<file path="config.mk">
export PLATFORM = sky130hd
export DESIGN_NAME = irq_status_unit
export DESIGN_NICKNAME = d
export VERILOG_FILES = /design/src/rtl/irq_stat_pkg.sv /design/src/rtl/irq_raw_bank.sv /design/src/rtl/irq_ctrl_reg.sv /design/src/rtl/irq_mask_out.sv /design/src/rtl/irq_status_unit.sv
export SDC_FILE = /design/constraint.sdc
export NUM_CORES = 1
export LEC_CHECK = 0
export ABC_AREA = 0
export ABC_CLOCK_PERIOD_IN_PS = 2950
export BUFFER_PORTS_ARGS = -buffer_cell sky130_fd_sc_hd__buf_2
export CORE_ASPECT_RATIO = 0.8
export CORE_UTILIZATION = 45
export CTS_BUF_LIST = sky130_fd_sc_hd__clkbuf_8 sky130_fd_sc_hd__clkbuf_16
export DETAILED_ROUTE_END_ITERATION = 7
export GPL_TIMING_DRIVEN = 0
export HOLD_SLACK_MARGIN = 0.03
export PLACE_DENSITY_LB_ADDON = 0.2
export SLEW_MARGIN = 10
export SYNTH_ARGS = -nofsm -noshare
export SYNTH_HDL_FRONTEND = slang
export SYNTH_HIERARCHICAL = 1
export SYNTH_SLANG_ARGS = --single-unit
export TNS_END_PERCENT = 20
</file>
<file path="constraint.sdc">
create_clock -name clk -period 2.95 [get_ports clk]
set_input_delay 0.59 -clock clk [delete_from_list [all_inputs] [get_ports clk]]
set_output_delay 0.59 -clock clk [all_outputs]
set_load 0.005 [all_outputs]
</file>
<file path="src/rtl/irq_stat_pkg.sv">
package irq_stat_pkg;

    localparam int          REG_W     = 32;
    localparam logic [31:0] EVT_VALID = 32'hC001_FFFE;

    localparam int CTL_SRST = 0;
    localparam int CTL_FRST = 1;
    localparam int CTL_DRST = 2;
    localparam int CTL_IEN  = 4;
    localparam int CTL_DMA  = 5;

    typedef enum logic [1:0] {
        SEL_CTRL = 2'd0,
        SEL_MASK = 2'd1,
        SEL_RAW  = 2'd2,
        SEL_MSKD = 2'd3
    } reg_sel_e;

endpackage

</file>
<file path="src/rtl/irq_raw_bank.sv">
module irq_raw_bank #(
    parameter int          W     = 32,
    parameter logic [31:0] VALID = 32'hC001_FFFE
) (
    input  logic         clk,
    input  logic         rst_n,
    input  logic [W-1:0] evt_i,
    input  logic [W-1:0] clr_i,
    input  logic         flush_i,
    output logic [W-1:0] raw_o
);

    typedef struct packed {
        logic [W-1:0] raw;
    } bank_t;

    bank_t        st_d, st_q;
    logic [W-1:0] nxt;

    for (genvar i = 0; i < W; i++) begin : g_bit
        if (VALID[i]) begin : g_live
            // a new event takes priority over a clear in the same cycle
            assign nxt[i] = flush_i ? 1'b0 : (evt_i[i] | (st_q.raw[i] & ~clr_i[i]));
        end else begin : g_tied
            assign nxt[i] = 1'b0;
        end
    end

    always_comb begin
        st_d     = st_q;
        st_d.raw = nxt;
    end

    always_ff @(posedge clk or negedge rst_n) begin
        if (!rst_n) st_q <= '0;
        else        st_q <= st_d;
    end

    assign raw_o = st_q.raw;

endmodule

</file>
<file path="src/rtl/irq_ctrl_reg.sv">
module irq_ctrl_reg #(
    parameter int W           = 32,
    parameter int SRST_CYCLES = 4
) (
    input  logic         clk,
    input  logic         rst_n,
    input  logic         wr_i,
    input  logic [W-1:0] wr_data_i,
    input  logic         fifo_done_i,
    input  logic         dma_done_i,
    output logic [W-1:0] ctrl_o
);
    import irq_stat_pkg::*;

    localparam int CNT_W = $clog2(SRST_CYCLES + 1);
    localparam logic [CNT_W-1:0] CNT_LOAD = CNT_W'(SRST_CYCLES - 1);

    typedef struct packed {
        logic             srst;
        logic             frst;
        logic             drst;
        logic             ien;
        logic             dma;
        logic [CNT_W-1:0] cnt;
    } ctrl_t;

    ctrl_t st_d, st_q;

    always_comb begin
        st_d = st_q;
        // soft reset: fixed length, reload on a fresh request
        if (wr_i && wr_data_i[CTL_SRST]) begin
            st_d.srst = 1'b1;
            st_d.cnt  = CNT_LOAD;
        end else if (st_q.srst) begin
            if (st_q.cnt == '0) st_d.srst = 1'b0;
            else                st_d.cnt  = st_q.cnt - 1'b1;
        end
        // FIFO and DMA resets: held until their completion pulse
        if (wr_i && wr_data_i[CTL_FRST]) st_d.frst = 1'b1;
        else if (fifo_done_i)            st_d.frst = 1'b0;
        if (wr_i && wr_data_i[CTL_DRST]) st_d.drst = 1'b1;
        else if (dma_done_i)             st_d.drst = 1'b0;
        if (wr_i) begin
            st_d.ien = wr_data_i[CTL_IEN];
            st_d.dma = wr_data_i[CTL_DMA];
        end
    end

    always_ff @(posedge clk or negedge rst_n) begin
        if (!rst_n) st_q <= '0;
        else        st_q <= st_d;
    end

    always_comb begin
        ctrl_o           = '0;
        ctrl_o[CTL_SRST] = st_q.srst;
        ctrl_o[CTL_FRST] = st_q.frst;
        ctrl_o[CTL_DRST] = st_q.drst;
        ctrl_o[CTL_IEN]  = st_q.ien;
        ctrl_o[CTL_DMA]  = st_q.dma;
    end

endmodule

</file>
<file path="src/rtl/irq_mask_out.sv">
module irq_mask_out #(
    parameter int          W     = 32,
    parameter logic [31:0] VALID = 32'hC001_FFFE
) (
    input  logic         clk,
    input  logic         rst_n,
    input  logic         wr_i,
    input  logic [W-1:0] wr_data_i,
    input  logic [W-1:0] raw_i,
    input  logic         ien_i,
    output logic [W-1:0] mask_o,
    output logic [W-1:0] masked_o,
    output logic         irq_o
);

    typedef struct packed {
        logic [W-1:0] mask;
    } mask_t;

    mask_t st_d, st_q;

    always_comb begin
        st_d = st_q;
        if (wr_i) st_d.mask = wr_data_i & VALID[W-1:0];
    end

    always_ff @(posedge clk or negedge rst_n) begin
        if (!rst_n) st_q <= '0;
        else        st_q <= st_d;
    end

    assign mask_o   = st_q.mask;
    assign masked_o = raw_i & st_q.mask;
    assign irq_o    = ien_i && (|masked_o);

endmodule

</file>
<file path="src/rtl/irq_status_unit.sv">
module irq_status_unit #(
    parameter int SRST_CYCLES = 4
) (
    input  logic        clk,
    input  logic        rst_n,
    input  logic [31:0] evt_i,
    input  logic        wr_en_i,
    input  logic [1:0]  wr_sel_i,
    input  logic [31:0] wr_data_i,
    input  logic        fifo_rst_done_i,
    input  logic        dma_rst_done_i,
    output logic [31:0] ctrl_o,
    output logic [31:0] mask_o,
    output logic [31:0] raw_status_o,
    output logic [31:0] masked_status_o,
    output logic        irq_o
);
    import irq_stat_pkg::*;

    reg_sel_e    sel;
    logic        wr_ctrl, wr_mask;
    logic [31:0] clr_vec;

    always_comb begin
        sel     = reg_sel_e'(wr_sel_i);
        wr_ctrl = wr_en_i && (sel == SEL_CTRL);
        wr_mask = wr_en_i && (sel == SEL_MASK);
        clr_vec = '0;
        if (wr_en_i && sel == SEL_RAW)  clr_vec = wr_data_i;
        if (wr_en_i && sel == SEL_MSKD) clr_vec = wr_data_i & mask_o;
    end

    irq_ctrl_reg #(.W(REG_W), .SRST_CYCLES(SRST_CYCLES)) ctrl_i (
        .clk(clk), .rst_n(rst_n), .wr_i(wr_ctrl), .wr_data_i(wr_data_i),
        .fifo_done_i(fifo_rst_done_i), .dma_done_i(dma_rst_done_i),
        .ctrl_o(ctrl_o)
    );

    irq_raw_bank #(.W(REG_W), .VALID(EVT_VALID)) raw_i (
        .clk(clk), .rst_n(rst_n), .evt_i(evt_i), .clr_i(clr_vec),
        .flush_i(ctrl_o[CTL_SRST]), .raw_o(raw_status_o)
    );

    irq_mask_out #(.W(REG_W), .VALID(EVT_VALID)) out_i (
        .clk(clk), .rst_n(rst_n), .wr_i(wr_mask), .wr_data_i(wr_data_i),
        .raw_i(raw_status_o), .ien_i(ctrl_o[CTL_IEN]),
        .mask_o(mask_o), .masked_o(masked_status_o), .irq_o(irq_o)
    );

endmodule


</file>
# After elaboration in Yosys (flattened, before gate mapping)
# Cells that the tools add are included.
classes:
  n_addsub: 1
  n_eq_ne: 4
  muxes: 30
  bitwise: 56
  n_reduce_logical: 15
op_table:
  columns: ["operator", "n"]
  rows:
  - ["32-bit AND", 2]
  - ["32-bit two-way mux", 2]
  - ["32-bit OR reduction", 1]
  - ["1-bit two-way mux", 25]
  - ["1-bit AND", 18]
  - ["1-bit NOT", 18]
  - ["1-bit OR", 18]
  - ["3-bit two-way mux", 3]
  - ["1-bit logical AND", 8]
  - ["2-bit nonzero test", 3]
  - ["2-bit == test (second input constant)", 2]
  - ["3-bit zero test", 1]
  - ["3-bit by 1-bit subtractor with 3-bit output (second input constant)", 1]
  - ["2-bit by 1-bit == test with 1-bit output (second input constant)", 1]
  - ["2-bit zero test", 1]
  - ["2-bit by 1-bit inequality test with 1-bit output (second input constant)", 1]
  - ["2-bit AND reduction", 1]
word_totals:
  ff_bits: 44
  in_bits: 71
  out_inout_bits: 129
  wordCells: 114

# Logic depth before layout (Yosys ltp)
depth:
  ltp_word: 8
  ltp_mapped: 6
  mapped_depth_nobuf: 5

# Modules after synthesis
# Netlist, hierarchy kept.
modules_own_cells:
  columns: ["mod", "n_inst", "cells_each", "area_per_inst_um2", "seq_area_each_um2"]
  rows:
  - ["irq_mask_out", 1, 92, 1036.0, 450.4]
  - ["irq_raw_bank", 1, 89, 898.4, 450.4]
  - ["irq_ctrl_reg", 1, 68, 635.6, 200.2]
  - ["irq_status_unit", 1, 73, 479.2, 0.0]

# Least setup slack after synthesis
# Ideal clock, no wire load.
synth_timing:
  path_kind: "reg2out"
  start: "reg raw_i.st_q, in the netlist raw_i/raw_o[30]"
  end: "out irq_o"
  arrival_ns: 1.429
  required_time_ns: 2.360
  setup_slack_ns: 0.931
  stages_incl_launch_ff: 4
  n_path_buf: 0
  path_cell_list: "dfrtp_1 -> and2_4 -> or4_1 -> o41a_1"
synth_via:
  elab_chain_cells: 3
synth_rtl:
  columns: ["item", "line", "rtl"]
  rows:
  - ["start: declaration", "irq_raw_bank.sv:17", "bank_t st_d, st_q;"]
  - ["start signal: assignment", "irq_raw_bank.sv:36", "else st_q <= st_d;"]
  - ["32-bit AND", "irq_mask_out.sv:33", "assign masked_o = raw_i & st_q.mask;"]
  - ["via masked_status_o[30]", "irq_status_unit.sv:15", "output logic [31:0] masked_status_o,"]
  - ["32-bit OR reduction", "irq_mask_out.sv:34", "assign irq_o = ien_i && (|masked_o);"]
  - ["1-bit logical AND", "irq_mask_out.sv:34", null]
  - ["end: declaration", "irq_status_unit.sv:16", "output logic irq_o"]
# The timed path passes the listed nets, and every way through them passes these cells.

# Final worst setup path
layout_timing:
  start: "reg raw_i.st_q, in the netlist raw_i/raw_o[30]"
  end: "out irq_o"
layout_via:
  elab_chain_cells: 3
layout_rtl:
  columns: ["item", "line"]
  rows:
  - ["32-bit AND", "irq_mask_out.sv:33"]
  - ["32-bit OR reduction", "irq_mask_out.sv:34"]
  - ["1-bit logical AND", "irq_mask_out.sv:34"]
# No other way between the ends.

==> metrics.cfg <==
[outcome]
status = completed

[synthesis]
synth_warnings = 6
netlist_area_sq_mm = 0.00286
synthCells = 293
postSynthAreaPerCell_sq_um = 9.77

[layout]
num-fill-cells = 554
drive_above_1_share_pct = 49.0
multiInputGateArea_sq_mm = 0.00128
syn_to_final_growth_pct = 33.6
num_antenna_cells = 0
seq_area_sq_mm = 0.00110
nets = 542

[grt]
antenna_found_initial = 0
gr-total-overflow = 0
grt_pass1_wl_microns = 9380
grt_max_degree = 45
grtUsageTotal_pct = 18.1
grt_pass1_vias = 1962

[detailed_routing]
drtIter0Drc = 56
wl_per_cell_microns = 11.1
remaining_drc_errors = 0
route.vias.total = 2218
firstDrtPassIters = 4
via_per_inst = 4.03
wl_microns = 6110
ant_nets = 0

[timing]
period_minus_slack_ns = 2.53
relSlewSlack_pct = 32.7
setup_slack_ns = 0.424
final_max_slew_viol_count = 0
skew_ns = 0.00398
setup_viol = 0
tns_ns = 0
rsz0062_at_grt = no
max_freq_mhz = 396
post-route-period-util_pct = 85.6
hold_viol_final = 0
tightest_slew_ns = 1.01
holdWs_ns = 0.460

[clock_tree]
cts_tree = done
clk_pin_slew_ns = 0.08
cts_setup_buffers = 0
clock_sinks = 44
clock_latency_ns = 0.29
numCtsBuffers = 5
cts_hold_buf = 0
ctsResizeCount = 0
htreeDepth = 2
clock-root-buffer = clkbuf_8
clk_path_buf_depth = 2

[power_and_ir_drop]
power_density_mw_per_mm2 = 630
p_total_w = 0.00241
p_leak_nw = 2.26
ir_worst_vdd_v = 0.000543

[floorplan]
die-width_microns = 91.2
num_rows = 25
dieArea_sq_mm = 0.00668
start_util_pct = 47.6
die_h_microns = 73.3
ios = 200
core_area_sq_mm = 0.00601

[worst_setup_path]
r2r_slack_ns = 1.82
criticalPathCategory = register to output port
cp-start-kind = register
required_ns = 2.36
crit_arrival_ns = 1.94
crit_path_end_kind = output port
r2r-start = out_i/mask_o[1]
worst_setup_path_startpoint = raw_i/raw_o[30]
cp_max_fo = 3

[placement]
pre_cts_ws_ns = 0.622
dp_hpwl_microns = 4920
portBuffers = 103
gp_congestion = 0.769

[hold_path]
hp-class = primary input to asynchronous set/reset pin

[run]
cap_violations = 0

[stage by stage]
step	util, %	area (sq um)	std cells
after global placement	62.0	3730	543
final	63.6	3820	550
after CTS	63.6	3820	550
after detailed placement	62.0	3730	543
after floorplan	-	3110	359
after global routing	63.6	3820	550
[registers in the layout, summed over array words and instances, names as in the netlist]
register / cells
ctrl_i/st_q: 3
raw_i/raw_o: 18
ctrl_i/ctrl_o: 5
out_i/mask_o: 18
[worst paths after layout]
kind	to	cells after the start
worst max-delay path	irq_o	4
worst min-delay path	raw_i/raw_o[8]	1
worst max register to register	raw_i/raw_o[1]	4
worst min register to register	ctrl_i/ctrl_o[5]	1
max in group asynchronous	out_i/mask_o[1]	1
min in group clk	ctrl_i/ctrl_o[2]	2
[per-layer routing]
layer | GRT usage, % | vias to the layer above | part of all wire [%]
met5 | 0 | - | 0
met3 | 4.87 | 5 | 7.1
met2 | 30.1 | 76 | 48
met1 | 23.5 | 993 | 44
met4 | 5.29 | 0 | 0.79
li1 | - | 1144 | -
[report_power, final]
| group | switching, W | internal (W) |
|---|---|---|
| registers | 0.000154 | 0.000804 |
| logic | 0.000476 | 0.000566 |
| clock network | 0.000199 | 0.000209 |
| total | 0.000829 | 0.00158 |
[cells in the final DEF (no fill, tap or decap), drive strengths merged, types with 2 or more instances in the layout]
| cell | instances |
|---|---|
| buf | 186 |
| clkbuf | 8 |
| mux2 | 20 |
| nor2 | 3 |
| ha | 2 |
| dfrtp | 44 |
| conb | 69 |
| o21ai | 3 |
| nand2 | 6 |
| nand2b | 36 |
| inv | 22 |
| nor4 | 2 |
| and2 | 19 |
| a21oi | 22 |
| and3 | 19 |
[area by class of cell]
| cell class | count | share of cell area [%] |
|---|---|---|
| inverters | 22 | 2.16 |
| repair buffers | 103 | 13.5 |
| multi-input cells | 209 | 33.4 |
| clock buffers | 7 | 2.52 |
| flip-flops and latches | 44 | 28.8 |
| well taps | 81 | 2.65 |
| plain buffers | 84 | 17.0 |
[critical path, cell delays in order, from the launching register on]
cell     delay, ns
dfrtp_1       0.40
and2_4        0.16
or4_1         0.56
o41a_1        0.38
buf_2         0.13
Power figures use the tool's default switching activity.
